**src/rtl/sw_pkg.sv**
```systemverilog
package sw_pkg;
  typedef enum logic [1:0] {
    K_RESET = 2'd0,
    K_WRITE = 2'd1,
    K_READ  = 2'd2,
    K_NONE  = 2'd3
  } sw_kind_e;

  localparam int unsigned RST_FRAME  = 1000;
  localparam int unsigned RST_LOW    = 480;
  localparam int unsigned RST_SAMPLE = 560;
  localparam int unsigned WR_FRAME   = 100;
  localparam int unsigned WR_LOW_ONE = 1;
  localparam int unsigned WR_LOW_ZRO = 89;
  localparam int unsigned RD_FRAME   = 80;
  localparam int unsigned RD_LOW     = 1;
  localparam int unsigned RD_SAMPLE  = 8;
  localparam int unsigned TICK_W     = $clog2(RST_FRAME + 1);

  typedef logic [TICK_W-1:0] tick_t;

  function automatic tick_t frame_ticks(sw_kind_e k);
    case (k)
      K_RESET: return tick_t'(RST_FRAME);
      K_WRITE: return tick_t'(WR_FRAME);
      default: return tick_t'(RD_FRAME);
    endcase
  endfunction

  function automatic tick_t low_ticks(sw_kind_e k, logic bitv);
    case (k)
      K_RESET: return tick_t'(RST_LOW);
      K_WRITE: return bitv ? tick_t'(WR_LOW_ONE) : tick_t'(WR_LOW_ZRO);
      default: return tick_t'(RD_LOW);
    endcase
  endfunction

  function automatic tick_t sample_tick(sw_kind_e k);
    return (k == K_RESET) ? tick_t'(RST_SAMPLE) : tick_t'(RD_SAMPLE);
  endfunction

  function automatic logic takes_sample(sw_kind_e k);
    return (k == K_RESET) || (k == K_READ);
  endfunction

  function automatic logic last_slot(sw_kind_e k, logic [2:0] idx);
    return (k == K_RESET) || (idx == 3'd7);
  endfunction
endpackage

```
**src/rtl/sw_tick_gen.sv**
```systemverilog
module sw_tick_gen #(
  parameter int unsigned CLK_PER_TICK = 4
) (
  input  logic clk,
  input  logic rst_n,
  input  logic run,
  output logic tick_first,
  output logic tick_last
);
  localparam int unsigned CW = (CLK_PER_TICK > 1) ? $clog2(CLK_PER_TICK) : 1;
  localparam logic [CW-1:0] TOP = CW'(CLK_PER_TICK - 1);

  logic [CW-1:0] cnt;

  always_ff @(posedge clk or negedge rst_n) begin
    if (!rst_n)           cnt <= '0;
    else if (!run)        cnt <= '0;
    else if (cnt == TOP)  cnt <= '0;
    else                  cnt <= cnt + CW'(1);
  end

  assign tick_first = run && (cnt == '0);
  assign tick_last  = run && (cnt == TOP);

  AST_TICK_CNT_RANGE: assert property (@(posedge clk) disable iff (!rst_n)
    cnt <= TOP);
endmodule

```
**src/rtl/sw_sync.sv**
```systemverilog
module sw_sync #(
  parameter int unsigned STAGES = 2
) (
  input  logic clk,
  input  logic rst_n,
  input  logic din,
  output logic dout
);
  logic [STAGES-1:0] chain;

  always_ff @(posedge clk or negedge rst_n) begin
    if (!rst_n) chain <= '1;
    else        chain <= {chain[STAGES-2:0], din};
  end

  assign dout = chain[STAGES-1];
endmodule

```
**src/rtl/sw_slot_engine.sv**
```systemverilog
module sw_slot_engine
  import sw_pkg::*;
(
  input  logic  clk,
  input  logic  rst_n,
  input  logic  run,
  input  logic  tick_first,
  input  logic  tick_last,
  input  tick_t frame_len,
  input  tick_t low_len,
  input  tick_t sample_at,
  input  logic  sample_en,
  output logic  pull,
  output logic  slot_end,
  output logic  sample_ev
);
  tick_t tick_idx;

  assign slot_end  = run && tick_last && (tick_idx == frame_len - tick_t'(1));
  assign sample_ev = run && sample_en && tick_first && (tick_idx == sample_at);
  assign pull      = run && (tick_idx < low_len);

  always_ff @(posedge clk or negedge rst_n) begin
    if (!rst_n)                 tick_idx <= '0;
    else if (!run || slot_end)  tick_idx <= '0;
    else if (tick_last)         tick_idx <= tick_idx + tick_t'(1);
  end

  AST_TICK_IN_FRAME: assert property (@(posedge clk) disable iff (!rst_n)
    run |-> tick_idx < frame_len);
  AST_RELEASED_AT_SAMPLE: assert property (@(posedge clk) disable iff (!rst_n)
    sample_ev |-> !pull);
endmodule

```
**src/rtl/sw_slot_master.sv**
```systemverilog
module sw_slot_master
  import sw_pkg::*;
#(
  parameter int unsigned CLK_PER_TICK = 4,
  parameter int unsigned SYNC_STAGES  = 2
) (
  input  logic       clk,
  input  logic       rst_n,
  input  logic       cmd_start,
  input  logic [1:0] cmd_kind,
  input  logic [7:0] cmd_wdata,
  output logic       busy,
  output logic       done,
  output logic [7:0] rd_byte,
  output logic       presence,
  output logic       bus_pull,
  input  logic       bus_in
);
  sw_kind_e   kind_q;
  logic [7:0] data_q;
  logic [2:0] bit_idx;
  logic       accept;
  logic       tick_first, tick_last;
  logic       line_s;
  logic       eng_pull, slot_end, sample_ev;

  assign accept = cmd_start && !busy && (sw_kind_e'(cmd_kind) != K_NONE);

  sw_tick_gen #(.CLK_PER_TICK(CLK_PER_TICK)) u_tick (
    .clk(clk), .rst_n(rst_n), .run(busy),
    .tick_first(tick_first), .tick_last(tick_last)
  );

  sw_sync #(.STAGES(SYNC_STAGES)) u_sync (
    .clk(clk), .rst_n(rst_n), .din(bus_in), .dout(line_s)
  );

  sw_slot_engine u_eng (
    .clk(clk), .rst_n(rst_n), .run(busy),
    .tick_first(tick_first), .tick_last(tick_last),
    .frame_len(frame_ticks(kind_q)),
    .low_len(low_ticks(kind_q, data_q[bit_idx])),
    .sample_at(sample_tick(kind_q)),
    .sample_en(takes_sample(kind_q)),
    .pull(eng_pull), .slot_end(slot_end), .sample_ev(sample_ev)
  );

  assign bus_pull = eng_pull;

  always_ff @(posedge clk or negedge rst_n) begin
    if (!rst_n) begin
      busy    <= 1'b0;
      done    <= 1'b0;
      kind_q  <= K_RESET;
      data_q  <= '0;
      bit_idx <= '0;
    end else begin
      done <= 1'b0;
      if (accept) begin
        busy    <= 1'b1;
        kind_q  <= sw_kind_e'(cmd_kind);
        data_q  <= cmd_wdata;
        bit_idx <= '0;
      end else if (slot_end) begin
        if (last_slot(kind_q, bit_idx)) begin
          busy <= 1'b0;
          done <= 1'b1;
        end else begin
          bit_idx <= bit_idx + 3'd1;
        end
      end
    end
  end

  always_ff @(posedge clk or negedge rst_n) begin
    if (!rst_n) begin
      rd_byte  <= '0;
      presence <= 1'b0;
    end else if (sample_ev) begin
      if (kind_q == K_READ) rd_byte  <= {line_s, rd_byte[7:1]};
      else                  presence <= !line_s;
    end
  end

  AST_DONE_SINGLE: assert property (@(posedge clk) disable iff (!rst_n)
    done |=> !done);
  AST_DONE_ENDS_BUSY: assert property (@(posedge clk) disable iff (!rst_n)
    done |-> !busy);
  AST_PULL_NEEDS_BUSY: assert property (@(posedge clk) disable iff (!rst_n)
    bus_pull |-> busy);
  AST_REFUSED_START: assert property (@(posedge clk) disable iff (!rst_n)
    (busy && !slot_end) |=> $stable(kind_q) && $stable(data_q));
endmodule

```
**config.mk**
```make
export PLATFORM = sky130hd
export DESIGN_NAME = sw_slot_master
export DESIGN_NICKNAME = d
export VERILOG_FILES = /design/src/rtl/sw_pkg.sv /design/src/rtl/sw_tick_gen.sv /design/src/rtl/sw_sync.sv /design/src/rtl/sw_slot_engine.sv /design/src/rtl/sw_slot_master.sv
export SDC_FILE = /design/constraint.sdc
export NUM_CORES = 1
export LEC_CHECK = 0
export BUFFER_PORTS_ARGS = -buffer_cell sky130_fd_sc_hd__buf_2
export CAP_MARGIN = 25
export CORE_MARGIN = 2
export CORE_UTILIZATION = 49
export CTS_CLUSTER_SIZE = 14
export DETAILED_ROUTE_END_ITERATION = 8
export GPL_ROUTABILITY_DRIVEN = 0
export PLACE_DENSITY = 0.76
export SYNTH_ARGS = -nofsm -noshare
export SYNTH_HDL_FRONTEND = slang
export SYNTH_SLANG_ARGS = --single-unit
export TNS_END_PERCENT = 5
```
**constraint.sdc**
```tcl
create_clock -name clk -period 9.7 [get_ports clk]
set_clock_uncertainty 0.2 [all_clocks]
set_input_delay 1.455 -clock clk [delete_from_list [all_inputs] [get_ports clk]]
set_output_delay 1.455 -clock clk [all_outputs]
set_load 0.05 [all_outputs]
```
==> flow_metrics.env, run 1 <==
export IMPL_outcome="finished, final reports clean"
export IMPL_synth_area_leaders="dfrtp_1, ha_1, nand2_1"
export IMPL_endpoint_kind="output port"
export IMPL_yosys_area_top_type_share_pct=44.1
export IMPL_clkPwrFrac_pct=32.4
export IMPL_cts_hold_buf=0
export IMPL_instances_no_fill=266
export IMPL_start_util_pct=51.0
export IMPL_post_synth_top_area_cell="dfrtp_1"
export IMPL_clockRootBuffer="clkbuf_8"
export IMPL_vias=1448
export IMPL_p_leak_nw=1.14
export IMPL_overflow=0
export IMPL_hold_path_depth=0
export IMPL_p_int_uw=348
export IMPL_pwr_share_comb_pct=25.4
export IMPL_antenna_found_initial=0
export IMPL_ys_warn_count=0
export IMPL_min_period_ns=5.04
export IMPL_hp_class="reg -> reg"
export IMPL_arrival_ns=3.38
export IMPL_io_pins=26
export IMPL_critical_path_class="reg -> out"
export IMPL_cp_required_ns=8.05
export IMPL_synthFlopType="dfrtp_1"
export IMPL_vias_per_cell=5.44
export IMPL_peakVddDrop_mv=0.125
export IMPL_drt_total_wl_um=3840
export IMPL_synth_cell_types=52
export IMPL_syn_cell_area_um2=2040
export IMPL_synth_edf_count=0
export IMPL_drive_gt1_share_pct=26.9
export IMPL_syn_avg_cell_area_um2=10.7
export IMPL_ctsResizeCount=0
export IMPL_dieHeight_um=68.5
export IMPL_htree_levels=2
export IMPL_power_total_uw=508
export IMPL_cts_tree="yes"
export IMPL_die_w_um=68.5
export IMPL_setup_viol=0
export IMPL_pre_cts_ws_ns=4.93
export IMPL_reg2reg_from="kind_q[1]"
export IMPL_rsz0062_at_grt="no"
export IMPL_final_common_cell="nand2_1"
export IMPL_worst_skew_pair_late_latency_ns=0.29
export IMPL_critPathLaunch="bit_idx[0]"
export IMPL_seq_area_frac_synth_pct=46.7
export IMPL_syn_nets=217
export IMPL_antenna_left=0
export IMPL_first_iter_violations=61
export IMPL_dp_cells=258
export IMPL_tightest_slew_ns=0.864
export IMPL_port_buffers=25
export IMPL_grt_pass1_vias=1377
export IMPL_syn_to_final_growth_pct=14.0
export IMPL_finalSetupTns_ns=0
export IMPL_cts_buffers=5
export IMPL_dp_hpwl_um=2740
export IMPL_p_switching_uw=160
export IMPL_pwr_share_seq_pct=42.2
export IMPL_swShare_pct=31.5
export IMPL_cts_setup_buffers=0
export IMPL_drc_errors=0
export IMPL_fmax_ghz=0.199
export IMPL_rrSetupSlack_ns=7.11
export IMPL_maxSlewHeadroom_pct=42.3
export IMPL_cp_max_fo=5
export IMPL_layout_common_cells="nand2_1, dfrtp_1, buf_2, ha_1, inv_1"
export IMPL_ys_seq_elements=38
export IMPL_hold_viol=0
export IMPL_grt_pass1_wl_um=6360
export IMPL_fin_ws_ns=4.66
export IMPL_syn_inst=191
export IMPL_path_clk_slew_ns=0.07
export IMPL_wl_per_cell_um=14.4
export IMPL_r2r_end="rd_byte[5]"
export IMPL_dieArea_um2=4700
export IMPL_period_share_pct=51.9
export IMPL_grt_max_degree=39
export IMPL_rows=23
export IMPL_drv_slew=0
export IMPL_worstHoldStart="u_sync.chain[0]"
export IMPL_power_per_cell_area_nw_per_um2=218
export IMPL_finish_net_count=241
export IMPL_core_um2=4000
export IMPL_worstRegToRegCells=7
export IMPL_diodes=0
export IMPL_cts_sinks=38
export IMPL_start_kind="flop"
export IMPL_hold_ws_ns=0.158
export IMPL_grt_total_usage_pct=18.8
export IMPL_drv_cap=0
export IMPL_whs_endpoint="u_sync.chain[1]"
export IMPL_cts_buffer_depth=2
export IMPL_async_flop_share_pct=100
export IMPL_first_pass_iters=6
## Yosys cell counts (2+ instances only)
cell type	number
a211oi_1	2
a211oi_2	2
and3_1	3
buf_2	3
clkbuf_1	2
dfrtp_1	36
dfstp_2	2
ha_1	12
inv_1	9
mux2_2	8
mux2i_1	5
mux4_2	2
nand2_1	39
nand3_1	3
nand4b_1	3
nor2_1	5
nor3_1	8
nor3b_1	2
nor4_1	2
o2111ai_1	2
o211ai_1	2
o21ai_0	3
or4_1	2
xnor2_1	4
xor2_1	3
## critical path, stage by stage, from the launching register on
cell and delay [ns]:
dfrtp_1 0.44, mux4_2 0.51, nor2b_1 0.14, a211oi_1 0.32
nor2_1 0.10, ha_1 0.19, a21o_1 0.17, a2111oi_0 0.57
nor3b_1 0.26, a22o_1 0.15, buf_2 0.25
## state kept, by name (all words and copies together) (netlist names)
signal / count
bit_idx: 3
busy: 1
data_q: 8
done: 1
kind_q: 2
presence: 1
rd_byte: 8
u_eng.tick_idx: 10
u_sync.chain: 2
u_tick.cnt: 2
## per-stage QoR
step / util (%) / cell area, um2
floorplan: - / 2040
global placement: 54.6 / 2180
detailed placement: 54.6 / 2180
CTS: 58.1 / 2330
global route: 58.1 / 2330
finish: 58.1 / 2330
## layout make-up
cell class | instances | area, um2
tap | 50 | 62.6
inverter | 11 | 43.8
timing repair buffer | 25 | 125
clock inverter | 2 | 60.1
sequential | 38 | 953
fill | 337 | 1670
multi-input combinational | 134 | 998
clock buffer | 6 | 82.6
## layer usage
layer  vias to the layer above  part of all wire, %  global-route usage, %  routed length [um]
li1                        721                    -                      -                   -
met2                        26                   47                   30.8                1800
met3                         9                  3.8                   5.36                 146
met5                         -                    0                      0                   0
met4                         0                  2.1                   7.00                  82
met1                       692                   47                   23.7                1810
## power by group through the flow
| stage | combinational, mW | sequential [mW] | clock, mW |
|---|---|---|---|
| 6_report | 0.129 | 0.214 | 0.164 |
| 5_1_grt | 0.146 | 0.218 | 0.172 |
| 4_1_cts | 0.131 | 0.214 | 0.168 |
| 3_5_place_dp | 0.130 | 0.217 | 0 |
| 3_3_place_gp | 0.126 | 0.215 | 0 |
| 2_1_floorplan | 0.111 | 0.204 | 0 |
## worst max-delay path by stage
stage	end	slack, ns	cells past startpoint
after floorplan	bus_pull	5.24	9
after global placement	bus_pull	5.10	10
after detailed placement	bus_pull	4.93	10
after CTS	bus_pull	4.60	10
after global routing	bus_pull	4.39	10
final	bus_pull	4.66	10
## cell families (layout without fill, tap and decap cells)
kind of cell	Yosys count	in the layout	share of synthesized area (%)
AOI/OAI and AO/OA	20	20	8.34
DFF	38	38	46.7
xor gates and xnor gates	7	7	3.00
buffers and inverters	19	44	4.35
muxes	15	15	9.07
and+or+nand+nor	80	80	21.2
adders and majority gates	12	12	7.36
(Power assumes the default switching activity.)
==> run 2: changes to the inputs <==
PLACE_DENSITY = 0.79   (was 0.76)
clock period = 4.1 ns   (was 9.7 ns; I/O delays follow)
==> flow_metrics.env, run 2 (synthesis results as in run 1) <==
export IMPL_dp_cells=258
export IMPL_drt_total_wl_um=4010
export IMPL_utilization_pct=57.3
export IMPL_htree_levels=2
export IMPL_endpoint_kind="output port"
export IMPL_worst_skew_pair_late_latency_ns=0.30
export IMPL_antenna_left=0
export IMPL_finalSetupTns_ns=0
export IMPL_dieArea_um2=4700
export IMPL_fin_ws_ns=0.188
export IMPL_outcome="finished, final reports clean"
export IMPL_period_share_pct=95.4
export IMPL_critical_path_class="reg -> out"
export IMPL_layout_common_cells="nand2_1, dfrtp_1, buf_2, ha_1, inv_1"
export IMPL_peakVddDrop_mv=0.293
export IMPL_rows=23
export IMPL_grt_total_usage_pct=20.4
export IMPL_p_leak_nw=1.11
export IMPL_pwr_share_comb_pct=28.8
export IMPL_hp_class="reg -> reg"
export IMPL_syn_to_final_growth_pct=12.3
export IMPL_pwr_share_seq_pct=46.5
export IMPL_rsz0062_at_grt="no"
export IMPL_diodes=0
export IMPL_power_per_cell_area_nw_per_um2=478
export IMPL_cts_buffers=5
export IMPL_power_total_mw=1.09
export IMPL_die_w_um=68.5
export IMPL_cp_max_fo=5
export IMPL_cts_buffer_depth=2
export IMPL_vias_per_cell=5.64
export IMPL_arrival_ns=3.10
export IMPL_drv_cap=0
export IMPL_p_switching_uw=393
export IMPL_worstRegToRegCells=7
export IMPL_dieHeight_um=68.5
export IMPL_cts_sinks=38
export IMPL_tightest_slew_ns=0.850
export IMPL_start_util_pct=51.0
export IMPL_first_iter_violations=82
export IMPL_whs_endpoint="u_sync.chain[1]"
export IMPL_hold_path_depth=0
export IMPL_vias=1500
export IMPL_grt_pass1_wl_um=6970
export IMPL_clkPwrFrac_pct=24.8
export IMPL_drive_gt1_share_pct=28.2
export IMPL_setup_viol=0
export IMPL_cts_hold_buf=0
export IMPL_fmax_ghz=0.256
export IMPL_swShare_pct=35.9
export IMPL_clockRootBuffer="clkbuf_8"
export IMPL_finish_net_count=241
export IMPL_instances_no_fill=266
export IMPL_maxSlewHeadroom_pct=43.2
export IMPL_drc_errors=0
export IMPL_antenna_found_initial=0
export IMPL_reg_largest_list="u_eng.tick_idx x10, data_q x8, rd_byte x8"
export IMPL_dp_hpwl_um=2830
export IMPL_pre_cts_ws_ns=0.280
export IMPL_core_um2=4000
export IMPL_io_pins=26
export IMPL_largest_register="u_eng.tick_idx"
export IMPL_drv_slew=0
export IMPL_hold_viol=0
export IMPL_largest_reg_flops=10
export IMPL_cts_tree="yes"
export IMPL_overflow=0
export IMPL_final_common_cell="nand2_1"
export IMPL_first_pass_iters=4
export IMPL_p_int_uw=701
export IMPL_grt_pass1_vias=1501
export IMPL_path_clk_slew_ns=0.07
export IMPL_wl_per_cell_um=15.1
export IMPL_r2r_end="rd_byte[6]"
export IMPL_grt_max_degree=39
export IMPL_port_buffers=25
export IMPL_cp_required_ns=3.28
export IMPL_rrSetupSlack_ns=1.41
export IMPL_reg2reg_from="kind_q[1]"
export IMPL_min_period_ns=3.91
export IMPL_worstHoldStart="u_sync.chain[0]"
export IMPL_start_kind="flop"
==> run 2: cell types whose count changed in the layout (fill, tap and decap cells not counted) <==
cell        delta
a2111oi_0      -1
a2111oi_2      +1
a211oi_1       -1
a211oi_2       +1
bufinv_16      -2
clkinv_2       +1
clkinvlp_4     +1
dfrtp_1        -1
dfrtp_2        +1
==> run 2: timing repair <==
item / in CTS / in global routing
gates resized for setup: 2 / 2
setup buffers: 0 / 0
hold endpoints to repair: 0 / 0
endpoints found under the setup margin: 1 / 1
==> run 2: worst max-delay path, stage by stage (launching register included) <==
cell       delay (ns)
dfrtp_2          0.42
mux4_2           0.49
nor2b_1          0.15
a211oi_2         0.26
nor2_1           0.09
ha_1             0.18
a21o_1           0.18
a2111oi_2        0.38
nor3b_1          0.24
a22o_1           0.15
buf_2            0.25
==> run 2: how the worst max path moves through the flow <==
stage	to	slack (ns)	start	depth (start not counted)
final	bus_pull	0.19	bit_idx[0]	10
after global placement	bus_pull	0.29	bit_idx[0]	10
after floorplan	bus_pull	0.48	bit_idx[0]	9
after global routing	bus_pull	0.01	bit_idx[0]	10
after CTS	bus_pull	0.08	bit_idx[0]	10
after detailed placement	bus_pull	0.28	bit_idx[0]	10
==> run 2: final cells by class <==
cell class                 instances  area, um2
clock inverter                     2       12.5
fill                             348       1710
sequential                        38        955
clock buffer                       6       82.6
timing repair buffer              25        125
inverter                          11       43.8
multi-input combinational        134       1010
tap                               50       62.6
==> run 2: layer usage <==
layer	up-vias	GRT usage (%)	wire [um]	part of all wire, %
met3	7	4.38	217	5.4
met1	727	27.9	1810	45
met5	-	0	0	0
met2	44	31.5	1910	48
met4	0	8.25	70	1.7
li1	722	-	-	-
==> run 2: power by group through the flow <==
stage	Clock, mW	Sequential (mW)	Combinational (mW)
detailed placement	0	0.512	0.308
global placement	0	0.508	0.297
CTS	0.274	0.506	0.313
finish	0.271	0.508	0.315
floorplan	0	0.483	0.264
global route	0.289	0.517	0.358
==> run 2: through the flow <==
| stage | hold WS (ns) | instance area, um2 |
|---|---|---|
| after floorplan | 0.119 | 2040 |
| after global placement | 0.149 | 2180 |
| after detailed placement | 0.151 | 2180 |
| after CTS | 0.162 | 2280 |
| after global routing | 0.164 | 2290 |
| final | 0.159 | 2290 |
==> run 3: changes to the inputs <==
--- a/config.mk
+++ b/config.mk
@@ -14,3 +14,3 @@
 export GPL_ROUTABILITY_DRIVEN = 0
-export PLACE_DENSITY = 0.79
+export PLACE_DENSITY = 0.76
 export SYNTH_ARGS = -nofsm -noshare
==> constraint.sdc (replaced) <==
create_clock -name clk -period 4.4 [get_ports clk]
set_clock_uncertainty 0.2 [all_clocks]
set_input_delay 0.66 -clock clk [delete_from_list [all_inputs] [get_ports clk]]
set_output_delay 0.66 -clock clk [all_outputs]
set_load 0.1 [all_outputs]
==> flow_metrics.env, run 3 (synthesis results as in run 1) <==
export IMPL_power_total_mw=1.00
export IMPL_setup_viol=0
export IMPL_drc_errors=0
export IMPL_cp_required_ns=3.54
export IMPL_drv_cap=0
export IMPL_port_buffers=25
export IMPL_dieHeight_um=68.5
export IMPL_dp_hpwl_um=2750
export IMPL_tightest_slew_ns=0.870
export IMPL_grt_pass1_vias=1400
export IMPL_cp_slowest_cell="mux4_2"
export IMPL_cts_buffer_depth=2
export IMPL_diodes=0
export IMPL_finalSetupTns_ns=0
export IMPL_grt_total_usage_pct=18.5
export IMPL_largest_reg_flops=10
export IMPL_hp_class="reg -> reg"
export IMPL_critical_path_class="reg -> out"
export IMPL_rows=23
export IMPL_fmax_ghz=0.244
export IMPL_reg_largest_list="u_eng.tick_idx x10, data_q x8, rd_byte x8"
export IMPL_p_leak_nw=1.11
export IMPL_rsz0062_at_grt="no"
export IMPL_pre_cts_ws_ns=0.260
export IMPL_crit_path_cell_trace="mux4_2 > nor2b_1 > a211oi_1 > nor2_1 > ha_1 > a21o_1 > a2111oi_2 > nor3b_1 > a22o_1 > buf_4"
export IMPL_finish_net_count=241
export IMPL_worst_skew_pair_late_latency_ns=0.28
export IMPL_dp_cells=258
export IMPL_overflow=0
export IMPL_cts_tree="yes"
export IMPL_instances_no_fill=266
export IMPL_dieArea_um2=4700
export IMPL_clockRootBuffer="clkbuf_8"
export IMPL_htree_levels=2
export IMPL_start_kind="flop"
export IMPL_vias_per_cell=5.59
export IMPL_vias=1488
export IMPL_arrival_ns=3.24
export IMPL_first_pass_iters=4
export IMPL_layout_common_cells="nand2_1, dfrtp_1, buf_2, ha_1, inv_1"
export IMPL_path_clk_slew_ns=0.07
export IMPL_rrSetupSlack_ns=1.81
export IMPL_drt_total_wl_um=3810
export IMPL_grt_max_degree=39
export IMPL_power_per_cell_area_nw_per_um2=442
export IMPL_hold_viol=0
export IMPL_syn_to_final_growth_pct=11.5
export IMPL_maxSlewHeadroom_pct=41.9
export IMPL_final_common_cell="nand2_1"
export IMPL_outcome="finished, final reports clean"
export IMPL_antenna_left=0
export IMPL_largest_register="u_eng.tick_idx"
export IMPL_cp_max_fo=5
export IMPL_endpoint_kind="output port"
export IMPL_critPathLaunch="bit_idx[0]"
export IMPL_drv_slew=0
export IMPL_core_um2=4000
export IMPL_reg2reg_from="kind_q[1]"
export IMPL_hold_ws_ns=0.157
export IMPL_antenna_found_initial=0
export IMPL_cts_buffers=5
export IMPL_start_util_pct=51.0
export IMPL_die_w_um=68.5
export IMPL_peakVddDrop_mv=0.274
export IMPL_worstHoldStart="u_sync.chain[0]"
export IMPL_cp_slowest_stage_delay_ns=0.51
export IMPL_wl_per_cell_um=14.3
export IMPL_grt_pass1_wl_um=6370
export IMPL_cts_sinks=38
export IMPL_fin_ws_ns=0.299
export IMPL_min_period_ns=4.10
export IMPL_drive_gt1_share_pct=26.9
export IMPL_period_share_pct=93.2
export IMPL_io_pins=26
export IMPL_cts_setup_buffers=0
export IMPL_first_iter_violations=61
## run 3: changes by cell type in the layout (fill, tap and decap cells not counted), sizes merged
cell / change
clkinvlp: -1
clkinv: +1
## run 3: report_power, final
part	switching [mW]	internal (mW)	leakage, nW
clock network	0.112	0.110	0.0450
logic	0.186	0.123	0.571
registers	0.0670	0.406	0.499
total	0.366	0.639	1.11
## run 3: routing by layer
| layer | vias to the layer above | track usage (%) | wire, um |
|---|---|---|---|
| met5 | - | 0 | 0 |
| li1 | 721 | - | - |
| met4 | 0 | 4.50 | 44 |
| met1 | 728 | 24.4 | 1750 |
| met2 | 33 | 30.5 | 1830 |
| met3 | 6 | 4.87 | 189 |
## run 3: final timing paths
check,to,cells after the start
min in group asynchronous,done,1
setup / recovery,bus_pull,10
max in group asynchronous,bit_idx[1],1
setup reg to reg,rd_byte[7],7
hold / removal,u_sync.chain[1],0
hold reg to reg,u_sync.chain[1],0
## run 3: critical path, delay by kind of cell, from the launching register on
family	cells	cell delay, ns
compound gates	4	1.08
mux	1	0.51
simple gates	3	0.47
flops	1	0.44
buf+inv	1	0.28
fa+ha+maj	1	0.19
## run 3: what timing repair did
action / 4_1_cts / 5_1_grt
resized for setup: 1 / 2
hold buffers: 0 / 0
setup endpoints to repair: 1 / 1
## run 3: final cells by class
class / instances / area (um2)
Fill cell: 349 / 1730
Multi-Input combinational cell: 134 / 1000
Sequential cell: 38 / 953
Timing Repair Buffer: 25 / 128
Clock buffer: 6 / 72.6
Tap cell: 50 / 62.6
Inverter: 11 / 43.8
Clock inverter: 2 / 10.0
## run 3: per-stage QoR
stage | cell area, um2 | utilization, %
CTS | 2270 | 56.7
finish | 2270 | 56.9
global placement | 2180 | 54.6
floorplan | 2040 | -
global route | 2270 | 56.9
detailed placement | 2180 | 54.6
